<file path="src/rtl/sgi_pkg.sv">
// Shared constants and types for the software interrupt dispatcher.
// Assumes a 32-bit request word and a 13-bit acknowledge result.
package sgi_pkg;
    localparam int REQ_ID_LSB   = 0;
    localparam int REQ_LIST_LSB = 16;
    localparam int REQ_FILT_LSB = 24;
    localparam int RES_SRC_LSB  = 10;
    localparam int RES_ID_W     = 10;
    localparam logic [RES_ID_W-1:0] RES_NONE_ID = 10'd1023;

    typedef enum logic [1:0] {
        FILT_LIST   = 2'd0,
        FILT_OTHERS = 2'd1,
        FILT_SELF   = 2'd2,
        FILT_RSVD   = 2'd3
    } filt_e;
endpackage

</file>
<file path="src/rtl/sgi_target_decode.sv">
// Computes the destination mask of one request from its list, filter and
// requester, gated by the CPU interface enables. Purely combinational.
module sgi_target_decode #(
    parameter int NUM_CPU = 8,
    localparam int SRC_W  = (NUM_CPU > 1) ? $clog2(NUM_CPU) : 1
) (
    input  logic [NUM_CPU-1:0] list,
    input  sgi_pkg::filt_e     filt,
    input  logic [SRC_W-1:0]   src,
    input  logic [NUM_CPU-1:0] if_en,
    output logic [NUM_CPU-1:0] tgt
);
    logic [NUM_CPU-1:0] self_mask;

    // One-hot mask of the requester.
    always_comb begin
        self_mask = '0;
        self_mask[src] = 1'b1;
    end

    // Apply the filter, then drop disabled destinations.
    always_comb begin
        unique case (filt)
            sgi_pkg::FILT_LIST:   tgt = list;
            sgi_pkg::FILT_OTHERS: tgt = ~self_mask;
            sgi_pkg::FILT_SELF:   tgt = self_mask;
            default:              tgt = '0;
        endcase
        tgt = tgt & if_en;
    end
endmodule

</file>
<file path="src/rtl/sgi_pend_row.sv">
// Pending bits of one (ID, source) pair, one bit per destination.
// The set mask has precedence over the clear mask.
module sgi_pend_row #(
    parameter int NUM_CPU = 8
) (
    input  logic               clk,
    input  logic               rst_n,
    input  logic [NUM_CPU-1:0] set_mask,
    input  logic [NUM_CPU-1:0] clr_mask,
    output logic [NUM_CPU-1:0] q
);
    // Hold, clear or set each destination bit.
    always_ff @(posedge clk) begin
        if (!rst_n) q <= '0;
        else        q <= set_mask | (q & ~clr_mask);
    end
endmodule

</file>
<file path="src/rtl/sgi_src_pick.sv">
// Finds the highest-numbered source whose bit is set in a column.
// Assumes the column is indexed by source number.
module sgi_src_pick #(
    parameter int NUM_CPU = 8,
    localparam int SRC_W  = (NUM_CPU > 1) ? $clog2(NUM_CPU) : 1
) (
    input  logic [NUM_CPU-1:0] col,
    output logic               hit,
    output logic [SRC_W-1:0]   src
);
    // Scan upward so the last set bit wins.
    always_comb begin
        src = '0;
        for (int s = 0; s < NUM_CPU; s++)
            if (col[s]) src = SRC_W'(s);
        hit = |col;
    end
endmodule

</file>
<file path="src/rtl/sgi_dispatch.sv">
// Software interrupt dispatcher top. Holds an ID x source x destination
// pending matrix, sets it from request words and clears one bit per
// acknowledge. Assumes NUM_CPU <= 8 and NUM_ID <= 16.
module sgi_dispatch #(
    parameter int NUM_CPU = 8,
    parameter int NUM_ID  = 16,
    localparam int SRC_W  = (NUM_CPU > 1) ? $clog2(NUM_CPU) : 1,
    localparam int ID_W   = (NUM_ID > 1) ? $clog2(NUM_ID) : 1
) (
    input  logic                      clk,
    input  logic                      rst_n,
    input  logic                      wr_en,
    input  logic [SRC_W-1:0]          wr_src,
    input  logic [31:0]               wr_data,
    input  logic [NUM_CPU-1:0]        cpu_if_en,
    input  logic [SRC_W-1:0]          sel_dst,
    input  logic [ID_W-1:0]           sel_id,
    input  logic                      ack,
    output logic [12:0]               ack_result,
    output logic [NUM_CPU*NUM_ID-1:0] pend_out
);
    import sgi_pkg::*;

    logic [NUM_CPU-1:0] tgt;
    logic [3:0]         req_id;
    logic [NUM_ID-1:0][NUM_CPU-1:0][NUM_CPU-1:0] pend_q;
    logic [NUM_CPU-1:0] col;
    logic               hit;
    logic [SRC_W-1:0]   pick_src;
    logic [NUM_CPU-1:0] dst_onehot;
    logic               unused_bits;

    assign req_id      = wr_data[REQ_ID_LSB +: 4];
    assign unused_bits = ^{wr_data[31:26], wr_data[15:4]};

    sgi_target_decode #(.NUM_CPU(NUM_CPU)) u_decode (
        .list  (wr_data[REQ_LIST_LSB +: NUM_CPU]),
        .filt  (filt_e'(wr_data[REQ_FILT_LSB +: 2])),
        .src   (wr_src),
        .if_en (cpu_if_en),
        .tgt   (tgt)
    );

    // One-hot of the selected destination, used as the clear mask.
    always_comb begin
        dst_onehot = '0;
        dst_onehot[sel_dst] = 1'b1;
    end

    for (genvar i = 0; i < NUM_ID; i++) begin : g_id
        for (genvar s = 0; s < NUM_CPU; s++) begin : g_src
            logic [NUM_CPU-1:0] set_m;
            logic [NUM_CPU-1:0] clr_m;
            // Set from a matching write; clear the reported source on ack.
            always_comb begin
                set_m = (wr_en && req_id == 4'(i) && wr_src == SRC_W'(s)) ? tgt : '0;
                clr_m = (ack && hit && sel_id == ID_W'(i) && pick_src == SRC_W'(s))
                        ? dst_onehot : '0;
            end
            sgi_pend_row #(.NUM_CPU(NUM_CPU)) u_row (
                .clk      (clk),
                .rst_n    (rst_n),
                .set_mask (set_m),
                .clr_mask (clr_m),
                .q        (pend_q[i][s])
            );
        end
    end

    // Gather the per-source column of the selected (ID, destination).
    always_comb begin
        for (int s = 0; s < NUM_CPU; s++)
            col[s] = pend_q[sel_id][s][sel_dst];
    end

    sgi_src_pick #(.NUM_CPU(NUM_CPU)) u_pick (
        .col (col),
        .hit (hit),
        .src (pick_src)
    );

    // Pack source and ID, or the none code when nothing is pending.
    always_comb begin
        if (hit) ack_result = {3'(pick_src), RES_ID_W'(sel_id)};
        else     ack_result = {3'b000, RES_NONE_ID};
    end

    // OR each destination/ID bit over all sources.
    always_comb begin
        pend_out = '0;
        for (int d = 0; d < NUM_CPU; d++)
            for (int i = 0; i < NUM_ID; i++)
                for (int s = 0; s < NUM_CPU; s++)
                    pend_out[d*NUM_ID+i] = pend_out[d*NUM_ID+i] | pend_q[i][s][d];
    end
endmodule

</file>
<file path="config.mk">
export PLATFORM = sky130hd
export DESIGN_NAME = sgi_dispatch
export DESIGN_NICKNAME = d
export VERILOG_FILES = /design/src/rtl/sgi_pkg.sv /design/src/rtl/sgi_target_decode.sv /design/src/rtl/sgi_pend_row.sv /design/src/rtl/sgi_src_pick.sv /design/src/rtl/sgi_dispatch.sv
export SDC_FILE = /design/constraint.sdc
export NUM_CORES = 2
export LEC_CHECK = 0
export BUFFER_PORTS_ARGS = -buffer_cell sky130_fd_sc_hd__buf_2
export CORE_AREA = 10 10 368 370
export CTS_BUF_LIST = sky130_fd_sc_hd__clkbuf_4
export CTS_CLUSTER_DIAMETER = 60
export DETAILED_ROUTE_END_ITERATION = 6
export DIE_AREA = 0 0 378 380
export PLACE_DENSITY_LB_ADDON = 0.05
export SYNTH_ARGS = -nofsm -noshare
export SYNTH_HDL_FRONTEND = slang
export SYNTH_SLANG_ARGS = --single-unit
</file>
<file path="constraint.sdc">
create_clock -name clk -period 7.5 [get_ports clk]
set_input_delay 2.25 -clock clk [delete_from_list [all_inputs] [get_ports clk]]
set_output_delay 2.25 -clock clk [all_outputs]
set_load 0.02 [all_outputs]
</file>
---- Yosys cells after proc, flatten, opt, wreduce, memory -nomap -nowiden ----
Index checks and enable logic that the tools add are counted.
word-level totals
  bits in registers ....................... 1024
  input bits .............................. 54
  output and inout port bits .............. 141
  logic and storage cells ................. 2045
operators by class
  $lt $le $gt $ge ......................... 5
  equal/unequal tests ..................... 46
  mux-type cells .......................... 287
  bitwise gates (word level) .............. 1282
  reduce and logical (&&, ||, !) cells .... 297
operators with widths
  kind                                                         number
  2-to-1 mux 8 bit                                             256
  bitwise AND 8 bit                                            129
  inverter 8 bit                                               129
  bitwise OR 8 bit                                             128
  bitwise OR 1 bit                                             896
  logical AND 1 bit                                            291
  binary-select mux 64 bit (select 4 bit)                      1
  equality test 4 bit (second input constant)                  16
  2-to-1 mux 64 bit                                            1
  equality test 4 x 3 -> 1 bit (second input constant)         8
  binary-select mux 1 bit (select 3 bit)                       8
  equality test 3 bit (second input constant)                  8
  one-hot mux 8 bit (3 select lines)                           1
  equality test 4 x 2 -> 1 bit (second input constant)         4
  2-to-1 mux 13 bit                                            1
  equality test 3 x 2 -> 1 bit (second input constant)         4
  2-to-1 mux 3 bit                                             4
  2-to-1 mux 1 bit                                             11
  equality test 4 x 1 -> 1 bit (second input constant)         2
  logical NOT 4 bit                                            2
  less-than comparator 3 x 4 -> 1 bit (second input constant)  2
  OR reduction 8 bit                                           1
  demux 1 bit (select 3 bit)                                   2
  equality test 3 x 1 -> 1 bit (second input constant)         2
  other kinds (7)                                              10

---- Longest topological paths before layout ----
  depth after elaboration ................. 17
  gate-level depth with buffers ........... 17
  mapped depth without buffers ............ 9

---- Cells and area by module ----
A second synthesis with hierarchy kept.
second synthesis, totals
  cell total of the unflattened synthesis .. 7152
  area, all modules ....................... 67222.0 um2
by module, submodules not included
  module             instances  cells each  area an instance (um2)  seq. area each (um2)
  sgi_pend_row       128        25          337.8                   160.2
  sgi_dispatch       1          3904        23633.9                 0.0
  sgi_target_decode  1          36          280.3                   0.0
  sgi_src_pick       1          12          66.3                    0.0

---- Worst setup path before layout ----
OpenSTA, ideal clock, no wires.
  kind .................................... input port to output port
  start point ............................. input port sel_id[1]
  end point ............................... output port ack_result[5]
  arrival ................................. 5260 ps
  required time ........................... 5250 ps
  path slack .............................. -10 ps
  stages on the path ...................... 13
  path buffers ............................ 5
  path through ............................ buf_2 buf_2 buf_1 mux4_2 a221oi_1 nor2_1 a221oi_1 o2111a_1 nand4_2 buf_6 nand2b_1 inv_1 buf_4
between the ends
  longest elaborated chain between the ends .. 6
  elaborated cells on any way between the ends .. 20
  classes of those cells .................. mux (19); reduce/logical (1)
RTL lines
  item                                         line                RTL
  start, declared                              sgi_dispatch.sv:17  input logic [ID_W-1:0] sel_id,
  binary-select mux 64 bit (select 4 bit) (*)  sgi_dispatch.sv:73  col[s] = pend_q[sel_id][s][sel_dst];
  2-to-1 mux 64 bit (not written as such) (*)  sgi_dispatch.sv:73
  binary-select mux 1 bit (select 3 bit)       sgi_dispatch.sv:73
  2-to-1 mux 1 bit (not written as such)       sgi_dispatch.sv:73
  OR reduction 8 bit (*)                       sgi_src_pick.sv:16  hit = |col;
  2-to-1 mux 13 bit (*)                        sgi_dispatch.sv:84  if (hit) ack_result = {3'(pick_src), RES_ID_W'(sel_id)};
  end, declared                                sgi_dispatch.sv:19  output logic [12:0] ack_result,
Mark *: on every way between the ends. The rest lies on a longest branch, timed or not. The select of a mux whose other input is x is not followed.

---- Final worst setup path ----
  start point ............................. input port sel_id[1]
  end point ............................... output port ack_result[1]
between the ends
  longest elaborated chain between the ends .. 6
  elaborated cells on any way between the ends .. 20
  classes of those cells .................. mux (19); reduce/logical (1)
RTL lines
  item                                     line
  binary-select mux 64 bit (select 4 bit)  sgi_dispatch.sv:73
  2-to-1 mux 64 bit (not written as such)  sgi_dispatch.sv:73
  binary-select mux 1 bit (select 3 bit)   sgi_dispatch.sv:73
  2-to-1 mux 1 bit (not written as such)   sgi_dispatch.sv:73
  OR reduction 8 bit                       sgi_src_pick.sv:16
  2-to-1 mux 13 bit (*)                    sgi_dispatch.sv:84
Marks and branches as above.

==> results.tsv <==
stage	metric	value	unit
setup_path	CP endpoint kind	output pin	
synth	Synth area leaders	dfxtp_1, o21ai_0, mux4_2	
synth	cells after synthesis	5936	
route	total wire length	294700	um
layout	P&R area growth vs syn	18.17	%
pwr	Clock Power Share	43.7	%
setup_path	WP depth	15	
hold_path	HP Class	reg -> reg	
global_routing	vias in the first global route	50790	
layout	nets	6403	
pwr	maximum VDD drop	0.1647	mV
timing	Worst Max-Slew Pin Slew	1.509	ns
setup_path	r2r worst-path depth	10	
synth	Synth top area share	40.36	%
clocking	H-tree levels	5	
route	routed vias/inst	6.741	
setup_path	crit path max fanout	8	
setup_path	Worst R2R End	g_id[12].g_src[7].u_row.q[4]	
synth	largest area contributor in the netlist	dfxtp_1	
synth	Post-synth EDFFs	0	
setup_path	Critical Path Source Type	input pin	
route	drt wl/cell	35.89	um
floorplan	Die H	380	um
synth	Syn Area/Cell	8.557	sq um
floorplan	Starting Density	39.53	%
setup_path	WP data required	5.25	ns
setup_path	Crit. Startpoint	sel_id[1]	
clocking	clk slew on worst S/H paths	0.06	ns
layout	Largest regs	g_id.g_src.u_row.q: 1024 flops	
setup_path	setup slack, reg-to-reg	3.11	ns
pwr	Sw Ratio	30.20	%
synth	Synth cell types	72	
timing	Rel. slew slack	-0.9507	%
place	gp weighted congestion	1.024	
synth	sequential share of the synthesized area	40.36	%
outcome	run status	finished with violations	
layout	fraction of layout cells with a size suffix above 1	21.37	%
layout	fillcell total	12890	
setup_path	crit-path cells	buf_16 -> buf_16 -> buf_12 -> buf_4 -> mux4_2 -> a22o_4 -> a211o_1 -> nand3_2 -> nand4_1 -> nor3_4 -> nand4_4 -> nand2b_4 -> buf_12 -> nand2b_1 -> buf_4	
floorplan	Die Width	378	um
pwr	Power Density	203.8	mW/mm^2
layout	register area	0.02050	sq mm
timing	period utilisation layout	100.1	%
floorplan	die area	0.1436	sq mm
synth	area of the mapped netlist	0.05079	sq mm
route	DR vias	55350	
timing	TNS Setup	-0.01015	ns
flow_run	number of max-cap violations	1	
timing	final hold slack	0.4813	ns
layout	Top reg by flops	g_id.g_src.u_row.q	
route	Iter 0 DRT Violations	8638	
setup_path	slowest cell on the critical path	mux4_2	
synth	top_reg_cell synth	dfxtp_1	
route	metal3 WL	40140	um
route	drt pass-1 iters	6	
timing	Setup Skew	0.1259	ns
hold_path	Hold Path Depth	2	
setup_path	CP top delay family	buffers and inverters	
layout	area of the multi-input gates	0.02832	sq mm
synth	synth warn	0	
synth	ys async rst share	0	%
timing	Hold Vio Cnt, Final	0	
pwr	Logic pwr share	11.7	%
pwr	Seq pwr share	44.5	%
setup_path	Buf/Inv on CP	6	
route	Final ANT Viol Nets	0	
pwr	Psw	3.693	mW
floorplan	# rows	132	
global_routing	first-pass GRT wire length	403300	um
pwr	Static Leakage	21.86	nW
clocking	clock root cell	clkbuf_4	
clocking	Num CTS Buffers	312	
floorplan	I/O Pins	195	
outcome	failing checks	capacitance limit, slew limit, setup timing	
route	max layer used	met5	
global_routing	initial antenna violation count	33	
setup_path	critical path class	in -> out	
setup_path	largest incremental delay on the critical path	0.42	ns
setup_path	CP Data Arrival Time	5.26	ns
pwr	total power	12.23	mW
clocking	CTS tree	built	
route	routed length on met2	119300	um
floorplan	Core ar.	0.1285	sq mm
setup_path	r2r startpoint	g_id[7].g_src[7].u_row.q[1]	
clocking	clk buf depth	4	
global_routing	gr usage total	39.01	%
global_routing	pin count of the biggest net entering global routing	197	
timing	final setup fails	3	
clocking	CTS Sinks	1024	
layout	max reg flops	1024	
synth	synthesized net count	5990	
global_routing	total grt overflow	0	
setup_path	Critical Path Sink	ack_result[1]	
synth	FF+latch count, synth	1024	
place	count of input and output buffers	176	
timing	RSZ-0062 raised after global routing	yes	
timing	Slew Limit Fails	9	
timing	Setup WS post-layout	-0.006049	ns
timing	fmax	133.2	MHz
timing	Tmin final	7.506	ns
route	drt drc	0	
route	Metal-1 WL	120000	um
place	DPL Wire Length	193600	um
clocking	worst skew pair latency	1.36	ns
pwr	Int Power	8.537	mW
per-layer routing:
layer,track usage (%),up-vias
met5,0,-
met4,18.04,22
met3,13.50,733
met2,53.74,3972
met1,53.99,27450
li1,-,23170
placed cells by master, fill, tap and decap left out, types with 14 or more instances in the layout:
master / count
dfxtp_1: 1024
nand2_1: 840
o311ai_0: 40
o21ai_1: 130
mux2i_1: 169
nand4_1: 14
a21oi_1: 35
o311ai_1: 25
a21boi_1: 32
o21ai_0: 1108
nor3_1: 85
clkbuf_4: 435
o22ai_1: 71
nor4_1: 387
a22oi_1: 58
buf_6: 17
clkinv_1: 42
diode_2: 14
and2_1: 264
mux4_2: 173
o211ai_1: 294
a21boi_0: 193
nor2_1: 46
buf_2: 160
nand3_1: 161
buf_4: 421
buf_12: 47
worst min-delay path: cells and delay by family (launching register included):
family	cells	cell delay (ns)
simple gates	1	0.06
compound gates	1	0.06
flops	1	0.32
per-stage QoR:
| stage | setup WS, ns | cell area [sq um] | util, % | instances |
|---|---|---|---|---|
| after floorplan | 0.01324 | 50800 | - | 5936 |
| after global placement | -0.3836 | 55430 | 43.14 | 7663 |
| after detailed placement | -0.4439 | 55430 | 43.14 | 7663 |
| after CTS | 0.003317 | 59530 | 46.33 | 8173 |
| after global routing | -0.007286 | 60000 | 46.70 | 8203 |
| final | -0.006049 | 60020 | 46.71 | 8211 |
cell usage after synthesis, drive strengths merged (10+ instances only):
library cell	instances
o21ai	1238
nor4	392
and3	16
dfxtp	1024
a22oi	65
o211ai	294
mux2i	171
nor2	54
nor2b	12
nand4	16
nand2	843
and2	266
nand3	173
a211o	10
a21boi	225
buf	159
mux2	13
clkbuf	403
a221oi	16
mux4	173
o22ai	72
a22o	10
nor3	98
a21oi	36
o311ai	66
worst min-delay path by stage:
stage | from | end | slack (ns)
CTS | g_id[1].g_src[0].u_row.q[6] | g_id[1].g_src[0].u_row.q[6] | 0.48
floorplan | g_id[10].g_src[0].u_row.q[0] | g_id[10].g_src[0].u_row.q[0] | 0.45
finish | g_id[1].g_src[0].u_row.q[6] | g_id[1].g_src[0].u_row.q[6] | 0.48
global placement | g_id[1].g_src[0].u_row.q[7] | g_id[1].g_src[0].u_row.q[7] | 0.47
detailed placement | g_id[0].g_src[0].u_row.q[2] | g_id[0].g_src[0].u_row.q[2] | 0.47
global route | g_id[9].g_src[0].u_row.q[4] | g_id[9].g_src[0].u_row.q[4] | 0.49
final cells by class:
class	count	share of cell area (%)
antenna	14	0.05837
clock buffer	435	5.441
clock inverter	52	0.4586
inverter	9	0.06670
multi-input combinational	4341	47.17
sequential	1024	34.15
tap	1675	3.492
timing repair buffer	661	9.157
what timing repair did:
item                       4_1_cts  5_1_grt
setup endpoints to repair       13       13
buffers inserted                19       22
hold buffers                     0        0
gates resized for setup         62       43
gates cloned                     4        2
pin swaps                       14       20
power groups by stage:
stage,combinational [mW],clock (mW),sequential (mW)
after floorplan,0.683,0,5.57
after global placement,1.30,0,5.57
after detailed placement,1.30,0,5.57
after CTS,1.35,5.37,5.45
after global routing,1.43,5.65,5.45
final,1.43,5.35,5.45
kinds of logic after synthesis:
family | synth area share (%)
AOI/OAI and AO/OA | 24.63
DFF | 40.36
muxes | 11.33
and+or+nand+nor | 18.64
buffers and inverters | 5.037
No activity file was read; power rests on OpenSTA's default activity.
